<file path="src/rtl/vbs_pkg.sv">
package vbs_pkg;
  localparam int BAND_W  = 3;
  localparam int N_STEPS = BAND_W + 2;  // init, one per bit, settle
  localparam int SEL_W   = 2;
  localparam int N_SEL   = 1 << SEL_W;
  localparam int CNT_W   = N_SEL - 1;   // holds up to divide-by-8 minus 1
  typedef logic [BAND_W-1:0] band_t;
endpackage

</file>
<file path="src/rtl/vbs_prescale.sv">
module vbs_prescale
  import vbs_pkg::*;
(
  input  logic             clk_i,
  input  logic             rst_ni,
  input  logic [SEL_W-1:0] sel_i,
  input  logic             clr_i,
  output logic             tick_o
);
  logic [CNT_W-1:0] cnt_q;
  logic [CNT_W-1:0] last;

  always_comb begin
    last = '0;
    for (int i = 0; i < CNT_W; i++)
      if (i < int'(sel_i)) last[i] = 1'b1;
  end

  assign tick_o = (cnt_q == last);

  always_ff @(posedge clk_i or negedge rst_ni) begin
    if (!rst_ni)                cnt_q <= '0;
    else if (clr_i || tick_o)   cnt_q <= '0;
    else                        cnt_q <= cnt_q + 1'b1;
  end
endmodule

</file>
<file path="src/rtl/vbs_rate_chk.sv">
module vbs_rate_chk
  import vbs_pkg::*;
#(
  parameter int KHZ_W   = 16,
  parameter int MAX_KHZ = 1000
) (
  input  logic [KHZ_W-1:0] ref_khz_i,
  input  logic [SEL_W-1:0] sel_i,
  output logic             err_o
);
  localparam int TH_W = 32;
  logic [TH_W-1:0] thr [N_SEL];

  for (genvar g = 0; g < N_SEL; g++) begin : g_thr
    assign thr[g] = TH_W'(MAX_KHZ) << g;
  end

  // compare against scaled limit: exact, no division
  assign err_o = {{(TH_W-KHZ_W){1'b0}}, ref_khz_i} > thr[sel_i];
endmodule

</file>
<file path="src/rtl/vbs_search.sv">
module vbs_search
  import vbs_pkg::*;
(
  input  logic  clk_i,
  input  logic  rst_ni,
  input  logic  start_i,
  input  logic  tick_i,
  input  logic  faster_i,
  output logic  busy_o,
  output band_t trial_o,
  output band_t band_o,
  output logic  done_o
);
  localparam int    STEP_W  = $clog2(N_STEPS);
  localparam band_t MSB_ONE = band_t'(1) << (BAND_W - 1);

  logic [STEP_W-1:0] step_q;
  logic              busy_q, done_q;
  band_t             trial_q, trial_d, band_q;
  int                bidx;

  assign bidx = BAND_W - int'(step_q);

  // resolve bit bidx, raise bit bidx-1 for the next trial
  always_comb begin
    trial_d = trial_q;
    for (int i = 0; i < BAND_W; i++) begin
      if (i == bidx && faster_i) trial_d[i] = 1'b0;
      if (i + 1 == bidx)         trial_d[i] = 1'b1;
    end
  end

  always_ff @(posedge clk_i or negedge rst_ni) begin
    if (!rst_ni) begin
      busy_q  <= 1'b1;
      step_q  <= '0;
      trial_q <= MSB_ONE;
      band_q  <= '0;
      done_q  <= 1'b0;
    end else begin
      done_q <= 1'b0;
      if (start_i) begin
        busy_q  <= 1'b1;
        step_q  <= '0;
        trial_q <= MSB_ONE;
      end else if (busy_q && tick_i) begin
        step_q <= step_q + 1'b1;
        if (step_q == '0) begin
          trial_q <= MSB_ONE;
        end else if (int'(step_q) <= BAND_W) begin
          trial_q <= trial_d;
        end else begin
          band_q <= trial_q;
          busy_q <= 1'b0;
          done_q <= 1'b1;
        end
      end
    end
  end

  assign busy_o  = busy_q;
  assign trial_o = trial_q;
  assign band_o  = band_q;
  assign done_o  = done_q;
endmodule

</file>
<file path="src/rtl/vco_band_sel.sv">
module vco_band_sel
  import vbs_pkg::*;
#(
  parameter int KHZ_W   = 16,
  parameter int MAX_KHZ = 1000
) (
  input  logic              clk_i,
  input  logic              rst_ni,
  input  logic [SEL_W-1:0]  presc_sel_i,
  input  logic [KHZ_W-1:0]  ref_khz_i,
  input  logic              upd_i,
  input  logic              faster_i,
  output logic              tune_sw_o,
  output logic [BAND_W-1:0] probe_band_o,
  output logic [BAND_W-1:0] band_o,
  output logic              done_o,
  output logic              rate_err_o
);
  logic tick;

  vbs_prescale u_pre (
    .clk_i  (clk_i),
    .rst_ni (rst_ni),
    .sel_i  (presc_sel_i),
    .clr_i  (upd_i),
    .tick_o (tick)
  );

  vbs_search u_srch (
    .clk_i    (clk_i),
    .rst_ni   (rst_ni),
    .start_i  (upd_i),
    .tick_i   (tick),
    .faster_i (faster_i),
    .busy_o   (tune_sw_o),
    .trial_o  (probe_band_o),
    .band_o   (band_o),
    .done_o   (done_o)
  );

  vbs_rate_chk #(.KHZ_W(KHZ_W), .MAX_KHZ(MAX_KHZ)) u_rate (
    .ref_khz_i (ref_khz_i),
    .sel_i     (presc_sel_i),
    .err_o     (rate_err_o)
  );
endmodule

</file>
<file path="config.mk">
export PLATFORM = sky130hd
export DESIGN_NAME = vco_band_sel
export DESIGN_NICKNAME = d
export VERILOG_FILES = /design/src/rtl/vbs_pkg.sv /design/src/rtl/vbs_prescale.sv /design/src/rtl/vbs_rate_chk.sv /design/src/rtl/vbs_search.sv /design/src/rtl/vco_band_sel.sv
export SDC_FILE = /design/constraint.sdc
export NUM_CORES = 1
export LEC_CHECK = 0
export BUFFER_PORTS_ARGS = -buffer_cell sky130_fd_sc_hd__buf_2
export CAP_MARGIN = 15
export CORE_MARGIN = 2
export CORE_UTILIZATION = 45
export CTS_BUF_LIST = sky130_fd_sc_hd__clkbuf_4
export DETAILED_ROUTE_END_ITERATION = 10
export GPL_ROUTABILITY_DRIVEN = 0
export PLACE_DENSITY = 0.72
export SYNTH_ARGS = -nofsm -noshare
export SYNTH_HDL_FRONTEND = slang
export SYNTH_SLANG_ARGS = --single-unit
export TNS_END_PERCENT = 1
</file>
<file path="constraint.sdc">
create_clock -name clk_i -period 2.8 [get_ports clk_i]
set_input_delay 0.28 -clock clk_i [delete_from_list [all_inputs] [get_ports clk_i]]
set_output_delay 0.28 -clock clk_i [all_outputs]
set_load 0.01 [all_outputs]
</file>
==> impl_metrics.ini, run 1 <==
[grt]
grt_pass1_vias = 764
grt_overflow = 0
grt_max_degree = 15
grt_first_pass_wirelength_um = 3180
antenna_found_initial = 0
grtUsageTotal = 0.1609

[floorplan]
die_area_mm2 = 0.002560
die_y_um = 50.60
rows = 16
core_mm2 = 0.002002
die_w_um = 50.60
initial_core_util = 0.4881
top_level_ports = 31

[cts]
clk_pin_slew_ps = 80
cts_sinks = 14
h-tree-depth = 1
ctsRootBufferMaster = clkbuf_4
clockBufferDepth = 2
cts_inserted_buffers = 3
cts_tree = done
clk_latency_ps = 270

[timing]
fin_crit_ps = 2116
finalSetupViolations = 0
skew_ps = 3.603
hold_viol_final = 0
rsz0062_at_grt = no
fin_hold_ws_ps = 228.5
slew_violations = 0
max-slew-margin-rel = 0.7615
post-route-period-util = 0.7559
tns_ps = 0
max_freq_mhz = 472.5
tightest_slew_ps = 348.8

[pwr]
ir_worst_vdd_uv = 173.1
switchingPower_w = 0.0001159
p_sw_frac = 0.2747
seq_power_share = 0.519
pwr-share-comb = 0.230
leakage_nw = 0.6178
pwr_density_cell_mw_per_mm2 = 362.5
p_int_w = 0.0003060
clockPowerShare = 0.251

[hold_path]
hp-class = input port to flip-flop
min_path_cells = 2
hp-start = faster_i
hold_path_end = u_srch.trial_o[2]

[synth]
syn-instance-count = 97
synthesis.area_um2 = 977.2
synth.avg_cell_area_um2 = 10.07
syn-num-nets = 133
yosys_warnings = 0
synth_seq_area_share = 0.3611
synthTopCellsByCount = 14 x ha_1, 12 x dfrtp_1, 11 x nor2_1, 7 x inv_1, 5 x a21oi_1
synth_area_leaders = dfrtp_1 31%, ha_1 18%, dfstp_2 5.4%
yosysMostFrequentCell = ha_1
yosys_most_used_dff = dfrtp_1
post-synth-top-area-cell = dfrtp_1
ys_types = 36
synth_top_area_frac = 0.3073
synth_edf_count = 0
ys_ff_latch = 14
synth_async_sr_flop_share = 1.000

[run_status]
status = completed

[placed_design]
place_inst = 150
dp_hpwl_um = 1471
port_buffers = 30

[drt]
via_per_inst = 5.305
dr.pass1.iters = 4
route.detailed.drc = 0
drtIter0Drc = 6
ant_nets = 0
vias = 817
wire_per_inst_um = 11.41
routed_wl_um = 1757

[critical_path]
path_max_fanout = 8
critPathKind = input port to output port
crit_path_end_kind = output port
required_ps = 2520
rrSetupSlack_ps = 830
r2r_cells = 6
rr_endpoint = u_srch.band_o[1]
cp.arrival_ps = 1840
cp-start-kind = input port
r2r_start = u_pre.cnt_q[1]

[cells_and_area]
num-nets-final = 165
fin_cells = 154
area_growth_pct = 19.08
drive_above_1_share = 0.3465
n_antenna_cell = 0

[job]
maxCapViolations = 0
kinds of logic (layout without fill, tap and decap cells):
kind of cell | Yosys count | in the layout | share of synthesized area
and+or+nand+nor | 31 | 31 | 0.1767
DFF | 14 | 14 | 0.3611
muxes | 5 | 5 | 0.06145
adders and majority gates | 14 | 14 | 0.1793
buffers and inverters | 12 | 42 | 0.06146
xor gates and xnor gates | 1 | 1 | 0.008965
AOI/OAI and AO/OA | 20 | 20 | 0.1511
routing by layer:
metal  part of all wire  vias up  routed length [µm]  GRT usage
met5                  0        -                   0          0
met1               0.46      376                 816     0.2075
met2               0.47       28                 834     0.2675
met4             0.0057        0                  10    0.06306
met3              0.054        2                  94    0.02679
li1                   -      411                   -          -
worst max path at each step:
stage | from | to | slack [ps] | cells past startpoint
2_1_floorplan | presc_sel_i[0] | rate_err_o | 1000 | 8
3_5_place_dp | presc_sel_i[1] | rate_err_o | 680 | 10
3_3_place_gp | presc_sel_i[1] | rate_err_o | 760 | 10
6_report | presc_sel_i[1] | rate_err_o | 680 | 10
4_1_cts | presc_sel_i[1] | rate_err_o | 660 | 10
5_1_grt | presc_sel_i[1] | rate_err_o | 480 | 10
area by class of cell:
class / instances / area [µm²]
tap: 27 / 33.78
fill: 173 / 838.3
multi-input combinational: 71 / 564.3
timing repair buffer: 31 / 160.2
clock buffer: 3 / 22.52
inverter: 8 / 30.03
sequential: 14 / 352.8
sequential cells by signal (all words and copies together) (netlist names):
signal          cells
u_pre.cnt_q         3
u_srch.band_o       3
u_srch.step_q       3
u_srch.trial_o      3
u_srch.busy_o       1
u_srch.done_o       1
critical path, cell delays in order:
cell       delay, ps
buf_2            150
inv_1             90
nor2_1           110
ha_1             250
a21o_1           160
a21oi_1          130
a21oi_1           80
a2111oi_0        350
a41oi_1           70
buf_2            160
cell usage in the layout (no fill, tap or decap), types with 2 or more instances in the layout:
| cell type | synthesis | routed |
|---|---|---|
| or3_1 | 2 | 2 |
| buf_2 | 0 | 30 |
| a41oi_1 | 2 | 2 |
| o21ai_2 | 2 | 2 |
| o21ai_1 | 2 | 2 |
| dfstp_2 | 2 | 2 |
| a32o_1 | 2 | 2 |
| inv_1 | 7 | 7 |
| ha_1 | 14 | 14 |
| clkbuf_4 | 0 | 3 |
| nand2_1 | 4 | 4 |
| a21o_1 | 2 | 2 |
| nor2_1 | 11 | 11 |
| a21oi_1 | 5 | 5 |
| dfrtp_1 | 12 | 12 |
| nor3_1 | 3 | 3 |
| nand3_1 | 2 | 2 |
| mux2_2 | 2 | 2 |
| mux2_1 | 2 | 2 |
power by group through the flow:
stage / sequential, W / combinational [W] / clock [W]
after floorplan: 0.000221 / 0.0000675 / 0
after global placement: 0.000222 / 0.0000937 / 0
after detailed placement: 0.000223 / 0.0000964 / 0
after CTS: 0.000219 / 0.0000978 / 0.000107
after global routing: 0.000221 / 0.000114 / 0.000116
final: 0.000219 / 0.0000971 / 0.000106
repair_timing:
action	4_1_cts	5_1_grt
setup buffers	0	0
resized for setup	0	0
hold buffers	1	0
hold endpoints to repair	12	0
metrics by stage:
step           utilization  instance area (µm²)  total power (W)  setup WS, ps
5_1_grt             0.5813                 1164        0.0004507         477.5
4_1_cts             0.5813                 1164        0.0004243         664.2
6_report            0.5813                 1164        0.0004218         683.6
3_5_place_dp        0.5650                 1131        0.0003194         676.8
2_1_floorplan            -                977.2        0.0002889          1004
3_3_place_gp        0.5650                 1131        0.0003158         764.8
(Power assumes the default switching activity.)
==> run 2: changes to the inputs <==
- PLACE_DENSITY: 0.72 -> 0.75
- clock period: 2.8 -> 1.73 ns (I/O delays scaled with it)
==> impl_metrics.ini, run 2 (same netlist as run 1, synthesis figures left out) <==
[run_status]
status = finished with violations
violations = setup timing

[placed_design]
port_buffers = 30
place_ws_ps = -194.6
dp_hpwl_um = 1684

[critical_path]
rrSetupSlack_ps = -170
cp.arrival_ps = 2070
r2r_start = u_pre.cnt_q[2]
r2r_cells = 6
cp-start-kind = flip-flop
crit_path_end_kind = flip-flop
required_ps = 1900
path_max_fanout = 5
critPathKind = flip-flop to flip-flop
rr_endpoint = u_srch.band_o[1]

[cells_and_area]
drive_above_1_share = 0.4889
n_antenna_cell = 0
layout_common_cells = 28 x buf_2, 13 x ha_1, 10 x dfrtp_1
area_growth_pct = 35.98
num-nets-final = 172
fin_util = 0.6638
final_common_cell = buf_2

[cts]
clk_latency_ps = 280
cts_inserted_buffers = 3
cts_tree = done
h-tree-depth = 1
clockBufferDepth = 2
cts_sinks = 14
ctsRootBufferMaster = clkbuf_4
clk_pin_slew_ps = 90

[drt]
vias = 863
via_per_inst = 5.327
routed_wl_um = 2357
drtIter0Drc = 3
wire_per_inst_um = 14.55
dr.pass1.iters = 4
ant_nets = 0
route.detailed.drc = 0

[floorplan]
initial_core_util = 0.4881
die_area_mm2 = 0.002560
top_level_ports = 31
die_y_um = 50.60
core_mm2 = 0.002002
die_w_um = 50.60
rows = 16

[hold_path]
hp-class = input port to flip-flop
hold_path_end = u_srch.trial_o[2]
min_path_cells = 2
hp-start = faster_i

[timing]
rsz0062_at_grt = yes
fin_hold_ws_ps = 98.52
tns_ps = -1059
max-slew-margin-rel = 0.7453
post-route-period-util = 1.096
fin_ws_ps = -166.3
fin_crit_ps = 1896
finalSetupViolations = 12
skew_ps = 2.650
max_freq_mhz = 527.3
slew_violations = 0
hold_viol_final = 0
tightest_slew_ps = 379.1

[grt]
grt_overflow = 0
grt_pass1_vias = 852
grtUsageTotal = 0.1979
grt_first_pass_wirelength_um = 3767
grt_max_degree = 15
antenna_found_initial = 0

[pwr]
ir_worst_vdd_uv = 324.1
leakage_nw = 0.6775
pwr_density_cell_mw_per_mm2 = 573.9
finalPower_w = 0.0007626

[job]
maxCapViolations = 0
[run 2: critical path, stage by stage (launching register included)]
cell	delay (ps)
dfrtp_2	480
nor4bb_2	270
o31a_1	210
o21ai_2	80
or3_4	360
inv_4	80
mux2_4	300
[run 2: through the flow]
step | cell area (µm²) | std cells
3_5_place_dp | 1176 | 156
4_1_cts | 1250 | 161
6_report | 1329 | 162
3_3_place_gp | 1176 | 156
2_1_floorplan | 977.2 | 97
5_1_grt | 1329 | 162
[run 2: worst max path at each step]
| stage | from | end | slack [ps] | cells past startpoint |
|---|---|---|---|---|
| after floorplan | u_pre.cnt_q[2] | u_srch.band_o[1] | -40 | 6 |
| after global placement | presc_sel_i[1] | rate_err_o | -170 | 10 |
| after detailed placement | presc_sel_i[1] | rate_err_o | -190 | 10 |
| after CTS | u_pre.cnt_q[2] | u_srch.band_o[1] | -120 | 6 |
| after global routing | u_pre.cnt_q[1] | u_srch.band_o[1] | -210 | 6 |
| final | u_pre.cnt_q[2] | u_srch.band_o[1] | -170 | 6 |
[run 2: timing repair]
action	4_1_cts	5_1_grt
hold buffers	1	0
pin swaps	5	5
resized for setup	11	17
buffers inserted	0	1
setup endpoints to repair	12	13
endpoints found under the hold margin	12	0
[run 2: routing by layer]
| metal | global-route usage | part of all wire | up-vias |
|---|---|---|---|
| met5 | 0 | 0 | - |
| met4 | 0.08108 | 0.014 | 0 |
| met3 | 0.01786 | 0.032 | 4 |
| met2 | 0.3794 | 0.55 | 25 |
| met1 | 0.2201 | 0.40 | 407 |
| li1 | - | - | 427 |
[run 2: final cells by class]
class                      instances  area [µm²]
clock buffer                       3       22.52
clock inverter                     1       3.754
fill                             175       673.1
inverter                           8       35.03
multi-input combinational         71       653.1
sequential                        14       355.3
tap                               27       33.78
timing repair buffer              38       225.2
[run 2: power by group]
part	switching, W	internal [W]
clock network	0.000111	0.0000838
registers	0.0000188	0.000341
logic	0.000104	0.000104
